**config.mk**
```make
export PLATFORM = sky130hd
export DESIGN_NAME = mem_pattern_tester
export DESIGN_NICKNAME = d
export VERILOG_FILES = /design/src/rtl/mpt_pkg.sv /design/src/rtl/mpt_lfsr.sv /design/src/rtl/mpt_addr_ctr.sv /design/src/rtl/mpt_heartbeat.sv /design/src/rtl/mpt_seq.sv /design/src/rtl/mem_pattern_tester.sv
export SDC_FILE = /design/constraint.sdc
export NUM_CORES = 1
export LEC_CHECK = 0
export ABC_AREA = 1
export CAP_MARGIN = 20
export CORE_MARGIN = 2
export CORE_UTILIZATION = 45
export CTS_CLUSTER_DIAMETER = 120
export DETAILED_ROUTE_END_ITERATION = 10
export PLACE_DENSITY = 0.8
export SYNTH_ARGS = -nofsm -noshare
export SYNTH_HDL_FRONTEND = slang
export SYNTH_SLANG_ARGS = --single-unit
```
**constraint.sdc**
```tcl
create_clock -name clk -period 2.1 [get_ports clk]
set_input_delay 0.42 -clock clk [delete_from_list [all_inputs] [get_ports clk]]
set_output_delay 0.42 -clock clk [all_outputs]
set_load 0.02 [all_outputs]
```
**src/rtl/mpt_pkg.sv**
```systemverilog
// Shared types and helpers for the memory pattern tester.
// Assumes a fixed 32-bit pattern width; the generator polynomial is
// x^32 + x^22 + x^2 + x + 1 in Fibonacci form.
package mpt_pkg;

    localparam int PAT_W = 32;

    typedef enum logic [2:0] {
        ST_IDLE  = 3'd0,
        ST_HOLD  = 3'd1,
        ST_WRITE = 3'd2,
        ST_RREQ  = 3'd3,
        ST_RWAIT = 3'd4,
        ST_DONE  = 3'd5
    } mpt_state_e;

    // One step of the maximal-length pattern generator.
    function automatic logic [PAT_W-1:0] pat_advance(input logic [PAT_W-1:0] x);
        return {x[PAT_W-2:0], x[31] ^ x[21] ^ x[1] ^ x[0]};
    endfunction

endpackage

```
**src/rtl/mpt_lfsr.sv**
```systemverilog
// Pattern generator: holds the current test word and either restarts from
// SEED or advances one step. Assumes SEED is nonzero, so the value never
// reaches the all-zero lock-up state.
module mpt_lfsr
    import mpt_pkg::*;
#(
    parameter logic [PAT_W-1:0] SEED = 32'h1ACE_B00C
) (
    input  logic             clk,
    input  logic             rst_n,
    input  logic             load,
    input  logic             advance,
    output logic [PAT_W-1:0] value
);

    // Hold, restart or advance the pattern word.
    always_ff @(posedge clk) begin
        if (!rst_n) begin
            value <= SEED;
        end else if (load) begin
            value <= SEED;
        end else if (advance) begin
            value <= pat_advance(value);
        end
    end

    // a maximal-length generator never produces zero
    a_r4_pattern_nonzero: assert property (@(posedge clk) disable iff (!rst_n)
        value != '0);

endmodule

```
**src/rtl/mpt_addr_ctr.sv**
```systemverilog
// Word address counter shared by both phases. Clear returns it to 0;
// increment steps it by one. Assumes the sequencer never requests both
// in the same cycle and stops a phase when at_last is reached.
module mpt_addr_ctr #(
    parameter int ADDR_W = 4
) (
    input  logic              clk,
    input  logic              rst_n,
    input  logic              clear,
    input  logic              inc,
    output logic [ADDR_W-1:0] addr,
    output logic              at_last
);

    localparam logic [ADDR_W-1:0] ADDR_ONE  = {{(ADDR_W-1){1'b0}}, 1'b1};
    localparam logic [ADDR_W-1:0] ADDR_LAST = {ADDR_W{1'b1}};

    // Address register.
    always_ff @(posedge clk) begin
        if (!rst_n) begin
            addr <= '0;
        end else if (clear) begin
            addr <= '0;
        end else if (inc) begin
            addr <= addr + ADDR_ONE;
        end
    end

    // Last-address detect ends a phase.
    assign at_last = (addr == ADDR_LAST);

    // the counter is never stepped past the top of the space
    a_r6_no_wrap_step: assert property (@(posedge clk) disable iff (!rst_n)
        !(inc && at_last));

endmodule

```
**src/rtl/mpt_heartbeat.sv**
```systemverilog
// Free-running clock-alive indicator. Output is the top bit of an HB_W-bit
// counter, toggling every 2^(HB_W-1) cycles. Assumes HB_W >= 2.
module mpt_heartbeat #(
    parameter int HB_W = 4
) (
    input  logic clk,
    input  logic rst_n,
    output logic beat
);

    localparam logic [HB_W-1:0] HB_ONE = {{(HB_W-1){1'b0}}, 1'b1};

    logic [HB_W-1:0] cnt;

    // Divider counter.
    always_ff @(posedge clk) begin
        if (!rst_n) begin
            cnt <= '0;
        end else begin
            cnt <= cnt + HB_ONE;
        end
    end

    // Heartbeat tap.
    assign beat = cnt[HB_W-1];

endmodule

```
**src/rtl/mpt_seq.sv**
```systemverilog
// Run sequencer: start handling, fill phase, one-at-a-time read phase,
// word compare and the sticky result. Assumes the memory acknowledges each
// request eventually and returns exactly one rd_valid per accepted read.
module mpt_seq
    import mpt_pkg::*;
(
    input  logic             clk,
    input  logic             rst_n,
    input  logic             start,
    input  logic             req_ack,
    input  logic             rd_valid,
    input  logic [PAT_W-1:0] rd_data,
    input  logic [PAT_W-1:0] pattern,
    input  logic             at_last,
    output logic             ctr_clear,
    output logic             ctr_inc,
    output logic             pat_load,
    output logic             pat_step,
    output logic             req_valid,
    output logic             req_write,
    output logic             busy,
    output logic             pass,
    output logic             fail
);

    mpt_state_e state, state_nxt;
    logic       bad_seen;
    logic       wr_taken, rd_taken, launch, mismatch;

    // Event decode for the current cycle.
    always_comb begin
        wr_taken  = (state == ST_WRITE) && req_ack;
        rd_taken  = (state == ST_RWAIT) && rd_valid;
        launch    = (state == ST_HOLD);
        mismatch  = rd_taken && (rd_data != pattern);
        ctr_clear = !start && (launch || (wr_taken && at_last));
        ctr_inc   = !start && (wr_taken || rd_taken) && !at_last;
        pat_load  = ctr_clear;
        pat_step  = ctr_inc;
    end

    // Next-state selection; start overrides every state.
    always_comb begin
        state_nxt = state;
        if (start) begin
            state_nxt = ST_HOLD;
        end else begin
            unique case (state)
                ST_IDLE:  state_nxt = ST_IDLE;
                ST_HOLD:  state_nxt = ST_WRITE;
                ST_WRITE: if (wr_taken && at_last) state_nxt = ST_RREQ;
                ST_RREQ:  if (req_ack) state_nxt = ST_RWAIT;
                ST_RWAIT: if (rd_taken) state_nxt = at_last ? ST_DONE : ST_RREQ;
                ST_DONE:  state_nxt = ST_DONE;
                default:  state_nxt = ST_IDLE;
            endcase
        end
    end

    // State register.
    always_ff @(posedge clk) begin
        if (!rst_n) begin
            state <= ST_IDLE;
        end else begin
            state <= state_nxt;
        end
    end

    // Sticky mismatch flag, cleared by start.
    always_ff @(posedge clk) begin
        if (!rst_n) begin
            bad_seen <= 1'b0;
        end else if (start) begin
            bad_seen <= 1'b0;
        end else if (mismatch) begin
            bad_seen <= 1'b1;
        end
    end

    // Request and status decode from registered state.
    always_comb begin
        req_valid = (state == ST_WRITE) || (state == ST_RREQ);
        req_write = (state == ST_WRITE);
        busy      = (state == ST_HOLD) || (state == ST_WRITE) ||
                    (state == ST_RREQ) || (state == ST_RWAIT);
        pass      = (state == ST_DONE) && !bad_seen;
        fail      = (state == ST_DONE) && bad_seen;
    end

    // a sampled start quiets the request port and shows busy
    a_r3_start_quiets: assert property (@(posedge clk) disable iff (!rst_n)
        start |=> (busy && !req_valid && !pass && !fail));

    // no new request while a read is outstanding
    a_r6_one_read: assert property (@(posedge clk) disable iff (!rst_n)
        (state == ST_RWAIT && !rd_valid && !start) |=> !req_valid);

    // a mismatch is never forgotten within a run
    a_r8_fail_sticky: assert property (@(posedge clk) disable iff (!rst_n)
        (bad_seen && !start) |=> bad_seen);

    // a pass verdict holds until the next start
    a_r9_pass_steady: assert property (@(posedge clk) disable iff (!rst_n)
        (pass && !start) |=> (pass && !fail && !busy));

endmodule

```
**src/rtl/mem_pattern_tester.sv**
```systemverilog
// Top of the memory write-readback pattern tester. Wires the sequencer,
// address counter, pattern generator and heartbeat. Assumes a word-
// addressed memory with 2^ADDR_W locations of 32 bits.
module mem_pattern_tester
    import mpt_pkg::*;
#(
    parameter int               ADDR_W = 4,
    parameter logic [PAT_W-1:0] SEED   = 32'h1ACE_B00C,
    parameter int               HB_W   = 4
) (
    input  logic              clk,
    input  logic              rst_n,
    input  logic              start,
    output logic              req_valid,
    output logic              req_write,
    output logic [ADDR_W-1:0] req_addr,
    output logic [PAT_W-1:0]  req_wdata,
    input  logic              req_ack,
    input  logic              rd_valid,
    input  logic [PAT_W-1:0]  rd_data,
    output logic              busy,
    output logic              pass,
    output logic              fail,
    output logic              heartbeat
);

    logic             ctr_clear, ctr_inc, pat_load, pat_step, at_last;
    logic [PAT_W-1:0] pattern;

    mpt_seq u_seq (
        .clk       (clk),
        .rst_n     (rst_n),
        .start     (start),
        .req_ack   (req_ack),
        .rd_valid  (rd_valid),
        .rd_data   (rd_data),
        .pattern   (pattern),
        .at_last   (at_last),
        .ctr_clear (ctr_clear),
        .ctr_inc   (ctr_inc),
        .pat_load  (pat_load),
        .pat_step  (pat_step),
        .req_valid (req_valid),
        .req_write (req_write),
        .busy      (busy),
        .pass      (pass),
        .fail      (fail)
    );

    mpt_addr_ctr #(.ADDR_W(ADDR_W)) u_addr (
        .clk     (clk),
        .rst_n   (rst_n),
        .clear   (ctr_clear),
        .inc     (ctr_inc),
        .addr    (req_addr),
        .at_last (at_last)
    );

    mpt_lfsr #(.SEED(SEED)) u_pat (
        .clk     (clk),
        .rst_n   (rst_n),
        .load    (pat_load),
        .advance (pat_step),
        .value   (pattern)
    );

    mpt_heartbeat #(.HB_W(HB_W)) u_hb (
        .clk   (clk),
        .rst_n (rst_n),
        .beat  (heartbeat)
    );

    // Write data is the live pattern word.
    assign req_wdata = pattern;

    // an unacknowledged request is held unchanged
    a_r5_req_hold: assert property (@(posedge clk) disable iff (!rst_n)
        (req_valid && !req_ack && !start) |=>
        (req_valid && $stable(req_write) && $stable(req_addr) && $stable(req_wdata)));

endmodule

```
Word-level counts from Yosys, hierarchy flattened
Index checks and enable logic that the tools add are counted.
{"block": "totals", "regBits": 44, "output_inout_bits": 42, "wordCells": 53}
{"block": "classes", "add_sub_neg": 2, "n_eq_ne": 13, "n_mux": 6, "n_bitwise": 4, "reduce_logical": 22}
{"cell": "!= test 32 bit", "n": 1}
{"cell": "one-hot mux 3 bit (5 select lines)", "n": 1}
{"cell": "2-to-1 mux 3 bit", "n": 4}
{"cell": "logical AND 1 bit", "n": 9}
{"cell": "adder 4 x 1 -> 4 bit, second input constant", "n": 2}
{"cell": "equality test 3 x 2 -> 1 bit, second input constant", "n": 2}
{"cell": "equality test 3 bit, second input constant", "n": 2}
{"cell": "logical OR 1 bit", "n": 6}
{"cell": "!= test 3 x 2 -> 1 bit, second input constant", "n": 2}
{"cell": "AND reduction 3 bit", "n": 2}
{"cell": "equality test 4 bit, second input constant", "n": 1}
{"cell": "!= test 2 x 1 -> 1 bit, second input constant", "n": 2}
{"cell": "OR reduction 2 bit", "n": 2}
{"cell": "equality test 3 x 1 -> 1 bit, second input constant", "n": 1}
{"cell": "logical NOT 1 bit", "n": 3}
{"cell": "!= test 3 bit, second input constant", "n": 1}
{"cell": "XOR 1 bit", "n": 3}
{"cell": "!= test 2 bit, second input constant", "n": 1}
{"cell": "2-to-1 mux 1 bit", "n": 1}
{"cell": "NOT 1 bit", "n": 1}

Depth between registers and ports, before layout
{"block": "depth", "depth_word": 6, "mapped_depth": 11, "mapped_depth_nobuf": 11}

Cells and area by module
Synthesis repeated with hierarchy kept, for this count alone.
{"block": "hier_totals", "cells_unflattened": 338, "area_unflattened_um2": 2349.8}
{"mod": "mpt_lfsr", "n_inst": 1, "cells_each": 147, "area_per_inst_um2": 1188.6, "seq_area_each_um2": 640.6}
{"mod": "mpt_seq", "n_inst": 1, "cells_each": 149, "area_per_inst_um2": 835.8, "seq_area_each_um2": 80.1}
{"mod": "mpt_addr_ctr", "n_inst": 1, "cells_each": 25, "area_per_inst_um2": 181.4, "seq_area_each_um2": 80.1}
{"mod": "mpt_heartbeat", "n_inst": 1, "cells_each": 17, "area_per_inst_um2": 143.9, "seq_area_each_um2": 80.1}

Worst setup path before layout
OpenSTA, ideal clock, no wires.
{"block": "synth_timing", "path_kind": "reg2reg", "startpoint": "register u_addr.addr[0]", "endpoint": "register u_pat.value[21]", "setup_ns": 0.120, "t_arrival_ns": 1.643, "required_ns": 1.980, "setup_slack_ns": 0.337, "stages_incl_launch_ff": 12, "n_path_buf": 1, "period_less_slack_ns": 1.763, "path_cell_list": "dfxtp_1 -> ha_1 -> inv_1 -> nor3_4 -> nand3_1 -> nand2_1 -> nand2_1 -> nand2_2 -> inv_1 -> buf_2 -> o21ai_0 -> a21oi_1"}
{"block": "synth_via", "elab_chain_cells": 5, "elab_cells_between_ends": 7}
{"item": "start: declaration", "line": "mpt_addr_ctr.sv:11", "source": "output logic [ADDR_W-1:0] addr,"}
{"item": "start signal: assignment", "line": "mpt_addr_ctr.sv:25", "source": "addr <= addr + ADDR_ONE;"}
{"item": "equality test 4 bit *", "line": "mpt_addr_ctr.sv:30", "source": "assign at_last = (addr == ADDR_LAST);"}
{"item": "logical AND 1 bit", "line": "mpt_seq.sv:36", "source": "ctr_clear = !start && (launch || (wr_taken && at_last));"}
{"item": "logical OR 1 bit", "line": "mpt_seq.sv:36"}
{"item": "logical AND 1 bit", "line": "mpt_seq.sv:36"}
{"item": "OR reduction 2 bit (no source line)"}
{"item": "end signal: assignment", "line": "mpt_lfsr.sv:23", "source": "value <= pat_advance(value);"}
{"item": "end: declaration", "line": "mpt_lfsr.sv:13", "source": "output logic [PAT_W-1:0] value"}
Mark *: on every way between the ends. The rest lies on a longest branch, timed or not.
A chain may end at the register's enable or synchronous reset.

Worst setup path after layout
{"block": "layout_timing", "startpoint": "register u_seq.state[2]", "endpoint": "output port req_write"}
{"block": "layout_via", "elab_chain_cells": 1}
{"item": "start: declaration", "line": "mpt_seq.sv:26", "source": "mpt_state_e state, state_nxt;"}
{"item": "start signal: assignment", "line": "mpt_seq.sv:65", "source": "state <= state_nxt;"}
{"item": "equality test 3 x 2 -> 1 bit", "line": "mpt_seq.sv:83", "source": "req_write = (state == ST_WRITE);"}
{"item": "end: declaration", "line": "mem_pattern_tester.sv:15", "source": "output logic req_write,"}
Every way passes these cells.

==> metrics.yaml <==
synthFlopType: "dfxtp_1"
final_cell_mix: "nand2_1, clkdlybuf4s50_1, dfxtp_1"
fin_crit_ns: 1.984
io_pins: 79
use_met3_pct: 3.388
outcome: "finished, final reports clean"
cts_max_path_buffers: 2
grt_pass1_wl_um: 8293
cts_resized: 2
reg2reg_depth: 10
coreArea_sq_mm: 0.004755
fin_util_pct: 67.82
crit_slowest_cell: "clkdlybuf4s50_1"
num_rows: 25
p_seq_share_pct: 48.6
dp_cells: 458
fin_nets: 437
fin_setup_tns_ns: 0
cpPeakStageDelay_ns: 0.65
wl_per_cell_um: 11.18
rsz0062_at_grt: "no"
synth_top_cell_area_share_pct: 39.33
post_cts_buffers: 0
drive_gt1_share_pct: 6.015
whs_ns: 0.4509
ant_nets: 0
cap_violations: 0
finalCritPeriodShare_pct: 94.47
clk_latency_ns: 0.29
diodes: 0
power_frac_clock_pct: 37.8
path_class: "reg2out"
tritoncts: "done"
die_y_um: 74.55
yosys_warnings: 0
sw_frac_of_total_pct: 23.05
holdPathStages: 1
worst_ep_arrival_time_ns: 1.56
worst-path-buf-inv: 1
r2r_start: "u_addr.addr[0]"
path_clk_slew_ns: 0.08
grt-busiest-layer: "met2"
hold_viol_final: 0
synth_edf_count: 0
cts_max_level: 2
cts_buffers: 5
grt_util_met1_pct: 24.81
place.gp.congestion: 0.8581
slew_viol_final: 0
start_util_pct: 47.11
critical_path_depth: 2
power.density_mw_per_mm2: 551.2
grt_max_degree: 44
syn_inst: 319
dieWidth_um: 74.55
slew_headroom_pct: 60.70
synth_area_sq_mm: 0.002240
fillers: 440
finalPower_mw: 1.777
max_freq_mhz: 504.1
cp_max_fo: 7
area_growth_pct: 43.97
critPathRequiredTime_ns: 1.68
firstDrtPassIters: 4
setup_violations: 0
gr-usage-met2_pct: 32.94
start_kind: "flip-flop"
yosysUniqueCellTypes: 25
layout_commonest_cell: "nand2_1"
ys_ff_latch: 44
cts-root-buf: "clkbuf_8"
dp_slack_ns: 0.08032
drt_iter0_drc: 126
overflow: 0
endpoint_kind: "output pin"
cts_hold_buf: 0
power_switching_mw: 0.4097
drc: 0
seq_area_frac_synth_pct: 39.33
num_vias: 2167
skew_ns: 0.006162
hold_path_class: "reg2reg"
tightestPinTransition_ns: 0.5888
static-leakage-power_nw: 1.354
ir_drop_mv: 0.3921
min_from: "u_hb.cnt[0]"
routed_wl_um: 5208
worst_slack_ns: 0.1161
internal_power_mw: 1.368
postPlaceCellArea_sq_mm: 0.003098
path_delay_family: "buffers and inverters"
final_cell_area_sq_mm: 0.003224
yosys-top-cells-area: "dfxtp_1, nand2_1, xnor2_1"
drt-vias-per-instance: 4.650
stdcell_count: 466
combPwrFrac_pct: 13.6
dp_hpwl_um: 3941
crit_chain: "nor3_4 > clkdlybuf4s50_1"
synthArstFlopShare_pct: 0
avgSynthCellArea_sq_um: 7.021
antenna_found_initial: 0
cp-startpoint: "u_seq.state[2]"
grt_pass1_vias: 1932
yosysTopAreaCell: "dfxtp_1"
cts.sink_count: 44
syn_nets: 358
portBuffers: 78
multi_input_area_sq_mm: 0.001179
grtUsageTotal_pct: 19.18
regArea_sq_um: 882.1
die-area_sq_mm: 0.005557
[synthesized netlist by cell type, types with 2 or more instances]
cell / n
a21oi_1: 24
buf_2: 7
dfxtp_1: 44
ha_1: 2
inv_1: 32
inv_2: 3
nand2_1: 116
nand2_2: 2
nand3_1: 12
nor2_1: 22
nor3_1: 3
nor3_4: 2
o211ai_1: 6
o21ai_0: 7
xnor2_1: 25
xor2_1: 3
[state kept, by name, summed over array words and instances (netlist names)]
register and count:
u_pat.value 32, u_addr.addr 4, u_seq.state 3, u_hb.cnt 4, u_seq.bad_seen 1
[area by class of cell]
cell class,instances,area share [%]
Clock buffer,6,2.561
Sequential cell,44,27.36
Timing Repair Buffer,81,25.65
Tap cell,67,2.600
Inverter,35,4.075
Clock inverter,2,1.203
Multi-Input combinational cell,231,36.55
[final timing paths]
| path | to | slack (ns) |
|---|---|---|
| worst max-delay path | req_write | 0.12 |
| worst min register to register | u_hb.cnt[0] | 0.45 |
| worst min-delay path | u_hb.cnt[0] | 0.45 |
| worst max register to register | u_pat.value[5] | 0.21 |
[kinds of logic after synthesis]
kind of cell / after synthesis / synth area share [%]
AOI/OAI and AO/OA: 40 / 9.944
DFF: 44 / 39.33
buffers and inverters: 44 / 8.268
adders and majority gates: 2 / 1.117
xor gates and xnor gates: 28 / 10.95
and+or+nand+nor: 161 / 30.39
[metal layers]
layer  part of all wire [%]  wire (um)  vias to the layer above
met5                      0          0                        -
met3                    4.5        233                        5
li1                       -          -                     1150
met2                     49       2539                       53
met1                     46       2382                      959
met4                    1.0         53                        0
[power groups by stage]
stage	Clock (mW)	Sequential, mW	Combinational, mW
after global routing	0.712	0.867	0.264
after global placement	0	0.883	0.238
after detailed placement	0	0.884	0.243
after CTS	0.679	0.864	0.244
after floorplan	0	0.891	0.113
final	0.672	0.864	0.241
(Power assumes the default switching activity.)
